<file path="src/rtl/gpio_pkg.sv">
package gpio_pkg;

   // Register selects on the single-cycle port
   typedef enum logic [3:0] {
      SEL_DIR    = 4'd0,
      SEL_OUT    = 4'd1,
      SEL_BLINK  = 4'd2,
      SEL_POL    = 4'd3,
      SEL_VIEW   = 4'd4,
      SEL_ECAUSE = 4'd5,
      SEL_EMASK  = 4'd6,
      SEL_LMASK  = 4'd7,
      SEL_PINVAL = 4'd8
   } reg_sel_e;

   localparam int SEL_BITS = 4;

endpackage

</file>
<file path="src/rtl/gpio_in_sync.sv">
module gpio_in_sync #(
   parameter int WIDTH  = 32,
   parameter int STAGES = 2
) (
   input  logic             clk,
   input  logic             rst_n,
   input  logic [WIDTH-1:0] raw_i,
   output logic [WIDTH-1:0] sync_o
);

   if (STAGES < 2) begin : g_bad_stages
      $error("gpio_in_sync: STAGES must be at least 2");
   end

   logic [WIDTH-1:0] chain_q [STAGES];

   for (genvar s = 0; s < STAGES; s++) begin : g_stage
      if (s == 0) begin : g_first
         always_ff @(posedge clk or negedge rst_n) begin
            if (!rst_n) chain_q[s] <= '0;
            else        chain_q[s] <= raw_i;
         end
      end else begin : g_next
         always_ff @(posedge clk or negedge rst_n) begin
            if (!rst_n) chain_q[s] <= '0;
            else        chain_q[s] <= chain_q[s-1];
         end
      end
   end

   assign sync_o = chain_q[STAGES-1];

endmodule

</file>
<file path="src/rtl/gpio_blink_gen.sv">
module gpio_blink_gen #(
   parameter int WIDTH     = 32,
   parameter int BLINK_LOG2 = 4
) (
   input  logic             clk,
   input  logic             rst_n,
   input  logic [WIDTH-1:0] level_i,
   input  logic [WIDTH-1:0] blink_en_i,
   output logic [WIDTH-1:0] drive_o
);

   localparam int CNT_W = BLINK_LOG2 + 1;

   if (BLINK_LOG2 < 1) begin : g_bad_rate
      $error("gpio_blink_gen: BLINK_LOG2 must be at least 1");
   end

   logic [CNT_W-1:0] presc_q;
   logic             phase;

   always_ff @(posedge clk or negedge rst_n) begin
      if (!rst_n) presc_q <= '0;
      else        presc_q <= presc_q + CNT_W'(1);
   end

   assign phase = presc_q[CNT_W-1];

   for (genvar i = 0; i < WIDTH; i++) begin : g_pin
      assign drive_o[i] = blink_en_i[i] ? phase : level_i[i];
   end

endmodule

</file>
<file path="src/rtl/gpio_irq_cause.sv">
module gpio_irq_cause #(
   parameter int WIDTH      = 32,
   parameter int GROUP_SIZE = 8,
   localparam int NGROUPS   = WIDTH / GROUP_SIZE
) (
   input  logic               clk,
   input  logic               rst_n,
   input  logic [WIDTH-1:0]   view_i,
   input  logic               clr_we_i,
   input  logic [WIDTH-1:0]   clr_keep_i,
   input  logic [WIDTH-1:0]   lmask_i,
   input  logic [WIDTH-1:0]   emask_i,
   output logic [WIDTH-1:0]   rise_o,
   output logic [WIDTH-1:0]   cause_o,
   output logic [NGROUPS-1:0] irq_o
);

   logic [WIDTH-1:0] view_q;
   logic [WIDTH-1:0] cause_q;
   logic [WIDTH-1:0] keep;
   logic [WIDTH-1:0] active;

   always_ff @(posedge clk or negedge rst_n) begin
      if (!rst_n) view_q <= '0;
      else        view_q <= view_i;
   end

   assign rise_o = view_i & ~view_q;
   assign keep   = clr_we_i ? clr_keep_i : '1;

   // a fresh rise wins over a clearing write on the same edge
   always_ff @(posedge clk or negedge rst_n) begin
      if (!rst_n) cause_q <= '0;
      else        cause_q <= (cause_q & keep) | rise_o;
   end

   assign cause_o = cause_q;
   assign active  = (view_i & lmask_i) | (cause_q & emask_i);

   for (genvar g = 0; g < NGROUPS; g++) begin : g_group
      assign irq_o[g] = |active[g*GROUP_SIZE +: GROUP_SIZE];
   end

endmodule

</file>
<file path="src/rtl/gpio_irq_ctrl.sv">
module gpio_irq_ctrl
   import gpio_pkg::*;
#(
   parameter int NUM_PINS    = 32,
   parameter int GROUP_SIZE  = 8,
   parameter int SYNC_STAGES = 2,
   parameter int BLINK_LOG2  = 4,
   parameter int ADDR_W      = 4,
   localparam int NUM_GROUPS = NUM_PINS / GROUP_SIZE
) (
   input  logic                  clk,
   input  logic                  rst_n,
   input  logic                  reg_we,
   input  logic [ADDR_W-1:0]     reg_addr,
   input  logic [NUM_PINS-1:0]   reg_wdata,
   output logic [NUM_PINS-1:0]   reg_rdata,
   input  logic [NUM_PINS-1:0]   pin_in,
   output logic [NUM_PINS-1:0]   pin_out,
   output logic [NUM_PINS-1:0]   pin_oe,
   output logic [NUM_GROUPS-1:0] irq_group
);

   if (NUM_PINS % GROUP_SIZE != 0) begin : g_bad_group
      $error("gpio_irq_ctrl: NUM_PINS must be a multiple of GROUP_SIZE");
   end
   if (ADDR_W < SEL_BITS) begin : g_bad_addr
      $error("gpio_irq_ctrl: ADDR_W too narrow for the register selects");
   end

   logic [NUM_PINS-1:0] dir_q, out_q, blink_q, pol_q, emask_q, lmask_q;
   logic [NUM_PINS-1:0] sync_w, view_w, rise_w, cause_w;
   logic                cause_we;

   function automatic logic hit(input logic [ADDR_W-1:0] a, input reg_sel_e s);
      return a == ADDR_W'(s);
   endfunction

   // register file
   always_ff @(posedge clk or negedge rst_n) begin
      if (!rst_n) begin
         dir_q   <= '1;
         out_q   <= '0;
         blink_q <= '0;
         pol_q   <= '0;
         emask_q <= '0;
         lmask_q <= '0;
      end else if (reg_we) begin
         if (hit(reg_addr, SEL_DIR))   dir_q   <= reg_wdata;
         if (hit(reg_addr, SEL_OUT))   out_q   <= reg_wdata;
         if (hit(reg_addr, SEL_BLINK)) blink_q <= reg_wdata;
         if (hit(reg_addr, SEL_POL))   pol_q   <= reg_wdata;
         if (hit(reg_addr, SEL_EMASK)) emask_q <= reg_wdata;
         if (hit(reg_addr, SEL_LMASK)) lmask_q <= reg_wdata;
      end
   end

   assign cause_we = reg_we && hit(reg_addr, SEL_ECAUSE);

   gpio_in_sync #(
      .WIDTH  (NUM_PINS),
      .STAGES (SYNC_STAGES)
   ) u_sync (
      .clk    (clk),
      .rst_n  (rst_n),
      .raw_i  (pin_in),
      .sync_o (sync_w)
   );

   assign view_w = sync_w ^ pol_q;

   gpio_irq_cause #(
      .WIDTH      (NUM_PINS),
      .GROUP_SIZE (GROUP_SIZE)
   ) u_irq (
      .clk        (clk),
      .rst_n      (rst_n),
      .view_i     (view_w),
      .clr_we_i   (cause_we),
      .clr_keep_i (reg_wdata),
      .lmask_i    (lmask_q),
      .emask_i    (emask_q),
      .rise_o     (rise_w),
      .cause_o    (cause_w),
      .irq_o      (irq_group)
   );

   gpio_blink_gen #(
      .WIDTH      (NUM_PINS),
      .BLINK_LOG2 (BLINK_LOG2)
   ) u_blink (
      .clk        (clk),
      .rst_n      (rst_n),
      .level_i    (out_q),
      .blink_en_i (blink_q),
      .drive_o    (pin_out)
   );

   assign pin_oe = ~dir_q;

   // read mux
   always_comb begin
      reg_rdata = '0;
      if (hit(reg_addr, SEL_DIR))    reg_rdata = dir_q;
      if (hit(reg_addr, SEL_OUT))    reg_rdata = out_q;
      if (hit(reg_addr, SEL_BLINK))  reg_rdata = blink_q;
      if (hit(reg_addr, SEL_POL))    reg_rdata = pol_q;
      if (hit(reg_addr, SEL_VIEW))   reg_rdata = view_w;
      if (hit(reg_addr, SEL_ECAUSE)) reg_rdata = cause_w;
      if (hit(reg_addr, SEL_EMASK))  reg_rdata = emask_q;
      if (hit(reg_addr, SEL_LMASK))  reg_rdata = lmask_q;
      if (hit(reg_addr, SEL_PINVAL)) reg_rdata = (dir_q & view_w) | (~dir_q & out_q);
   end

endmodule

</file>
<file path="config.mk">
export PLATFORM = sky130hd
export DESIGN_NAME = gpio_irq_ctrl
export DESIGN_NICKNAME = d
export VERILOG_FILES = /design/src/rtl/gpio_pkg.sv /design/src/rtl/gpio_in_sync.sv /design/src/rtl/gpio_blink_gen.sv /design/src/rtl/gpio_irq_cause.sv /design/src/rtl/gpio_irq_ctrl.sv
export SDC_FILE = /design/constraint.sdc
export NUM_CORES = 1
export LEC_CHECK = 0
export BUFFER_PORTS_ARGS = -buffer_cell sky130_fd_sc_hd__buf_4
export CAP_MARGIN = 20
export CORE_ASPECT_RATIO = 0.9
export CORE_MARGIN = 8
export CORE_UTILIZATION = 59
export DETAILED_ROUTE_END_ITERATION = 8
export GPL_TIMING_DRIVEN = 0
export PLACE_DENSITY = 0.78
export SYNTH_ARGS = -nofsm -noshare
export SYNTH_HDL_FRONTEND = slang
export SYNTH_SLANG_ARGS = --single-unit
</file>
<file path="constraint.sdc">
create_clock -name clk -period 3.8 [get_ports clk]
set_clock_uncertainty 0.15 [all_clocks]
set_input_delay 0.38 -clock clk [delete_from_list [all_inputs] [get_ports clk]]
set_output_delay 0.38 -clock clk [all_outputs]
set_load 0.02 [all_outputs]
</file>
==> flow_summary.yaml <==
outcome:
  status: "finished, final reports clean"
logic_synthesis:
  synth_warnings: 0
  synth_cell_types: 53
  synth_area_leader_cell: "dfrtp_1"
  synth.top_cell.area_share_pct: 48.9
  avgSynthCellArea_sq_um: 12.4
  synth-edff-count: 0
  netlist_area_sq_um: 15000
  synthesis.nets: 1282
  yosysMostFrequentCell: "dfrtp_1"
  synth_seq_area_share_pct: 54.5
  synth_cells: 1210
  ys_ff_latch: 325
  synth_ff_type: "dfrtp_1"
  synth_area_leaders: "dfrtp_1 49%, mux2_2 15%, dfstp_2 5.6%"
  ys_async_sr_fraction_pct: 100
  synth_common_cells: "293 x dfrtp_1, 202 x mux2_2, 99 x o21ai_0"
timing:
  setup_viol: 0
  finalCriticalPeriod_ns: 3.28
  tightest_slew_ns: 1.02
  worst_hold_slack_ns: 0.00659
  maxSlewHeadroom_pct: 32.3
  period_share_pct: 86.3
  tns_ns: 0
  rsz0062_at_grt: "no"
  final_max_slew_viol_count: 0
  max_freq_mhz: 305
  final-hold-violation-count: 0
global_route:
  grt_max_degree: 122
  grt_pass1_wl_microns: 72400
  grt_overflow: 0
  grt_use_total_pct: 30.8
  grt_pass1_vias: 12200
  antenna_found_initial: 0
worst_setup_path:
  critPathMaxStageDelay_ns: 0.59
  crit_arrival_ns: 2.75
  start_kind: "input port"
  path_class: "input port to output pin"
  cp_max_fo: 10
  cp.required_ns: 3.27
  cp_common_cell: "buf_4"
  reg2regPathDepth: 2
  crit_path_top_delay_cell: "buf_1"
  critPathCaptureType: "output pin"
  crit_chain: "buf_4, buf_6, buf_4, buf_2, buf_1, o21ai_0, a21oi_1, a221oi_1, nor2_1, buf_4"
clocking:
  post_cts_buffers: 0
  clk_latency_ns: 0.51
  path_clk_slew_ns: 0.06
  numCtsBuffers: 35
  post_cts_resized: 0
  cts_hold_buffers: 49
  cts.sinks: 325
  cts_root_buf: "clkbuf_16"
  cts-root-to-sink-buffers: 3
  htreeDepth: 2
  tritoncts: "done"
place:
  dp.cells: 1722
  routabilityCongestion: 0.939
  port_buffers: 168
  place_hpwl_microns: 31200
  dpl_cell_area_sq_um: 16700
route:
  wirelength_microns: 47800
  dr.pass1.iters: 6
  drc: 0
  first_iter_violations: 1298
  vias_per_cell: 6.42
  avgRoutedWirePerCell_microns: 26.0
  postRouteAntennaNets: 0
  dr_total_vias: 11800
power:
  peakVddDrop_uv: 473
  power_density_nw_per_um2: 585
  leakagePower_uw: 0.00809
  power.total_uw: 10800
final_layout:
  layout.nets: 1538
  drive_gt1_share_pct: 36.7
  final_area_sq_um: 18400
  final_cells: 1834
  syn2layout_area_growth_pct: 22.9
  antennaDiodeCount: 0
hold_path:
  hp-class: "input port to register"
  whs_path_depth: 2
floorplan:
  ioPinCount: 171
  die_height_microns: 167
  die_area_sq_um: 30800
  fp.coreArea_sq_um: 25000
  rows: 55
  start_util_pct: 59.9
  die_x_microns: 184
job:
  drv_cap: 0
[state kept, by name (all words and copies together), names as in the netlist]
signal	cells
blink_q	32
dir_q	32
emask_q	32
lmask_q	32
out_q	32
pol_q	32
u_blink.presc_q	5
u_irq.cause_o	32
u_irq.view_q	32
u_sync.chain_q	32
u_sync.sync_o	32
[cells in the final DEF (no fill, tap or decap), drive strengths merged, types with 3 or more instances in the layout]
cell / instances
a32oi: 3
o2bb2ai: 3
a22o: 10
o22ai: 26
buf: 223
nor2: 64
o211ai: 12
xor2: 7
clkinv: 5
o21ai: 102
a221o: 5
a311oi: 11
a211oi: 11
a221oi: 19
nand4bb: 11
and3: 5
mux2: 224
bufinv: 3
dlygate4sd3: 49
nand3: 9
dfstp: 32
nand2b: 4
inv: 76
o221ai: 12
a21oi: 46
clkbuf: 72
a222oi: 3
dfrtp: 293
mux4: 18
or2: 10
nor2b: 5
xnor2: 28
mux2i: 26
o31ai: 5
a22oi: 14
nand2: 38
[through the flow]
step	util [%]	setup slack (ns)
2_1_floorplan	-	1.40
3_3_place_gp	66.6	-0.714
3_5_place_dp	66.9	0.692
4_1_cts	73.6	0.688
5_1_grt	73.6	0.502
6_report	73.6	0.520
[layout make-up]
type	instances	area [sq um]
Buffer	71	385
Clock buffer	54	1060
Clock inverter	9	128
Fill cell	1722	6620
Inverter	75	282
Multi-Input combinational cell	739	6160
Sequential cell	325	8170
Tap cell	342	428
Timing Repair Buffer	219	1810
[final timing paths]
kind | to | slack (ns) | from
setup / recovery | reg_rdata[12] | 0.52 | reg_addr[0]
max in group asynchronous | emask_q[16]$_DFFE_PN0P_ | 2.11 | rst_n
hold / removal | lmask_q[5]$_DFFE_PN0P_ | 0.007 | reg_wdata[5]
hold reg to reg | u_sync.sync_o[14]$_DFF_PN0_ | 0.19 | u_sync.chain_q[46]$_DFF_PN0_
min in group asynchronous | u_sync.sync_o[2]$_DFF_PN0_ | 0.33 | rst_n
setup reg to reg | u_blink.presc_q[4]$_DFF_PN0_ | 2.26 | u_blink.presc_q[4]$_DFF_PN0_
[routing by layer]
metal | wire length, microns | up-vias | track usage [%]
met5 | 0 | - | 0
met4 | 2320 | 0 | 14.3
met3 | 5560 | 201 | 9.76
li1 | - | 4921 | -
met2 | 21400 | 761 | 45.9
met1 | 18500 | 5887 | 40.4
[kinds of logic after synthesis]
logic type | after synthesis | synth area share (%)
DFF | 325 | 54.5
xor gates and xnor gates | 35 | 2.04
buffers and inverters | 146 | 4.45
adders and majority gates | 1 | 0.0834
muxes | 268 | 21.3
and+or+nand+nor | 151 | 5.14
AOI/OAI and AO/OA | 284 | 12.5
[worst max-delay path: cells and delay by family]
kind            cells  cell delay [ns]
buf+inv             6             1.64
simple gates        1             0.22
compound gates      3             0.51
[power by group]
group	total [uW]	leakage [uW]	internal (uW)	switching (uW)
sequential	4730	0.00377	4160	570
combinational	2520	0.00374	1230	1290
clock	3520	0.000585	2130	1390
(Power assumes the default switching activity.)
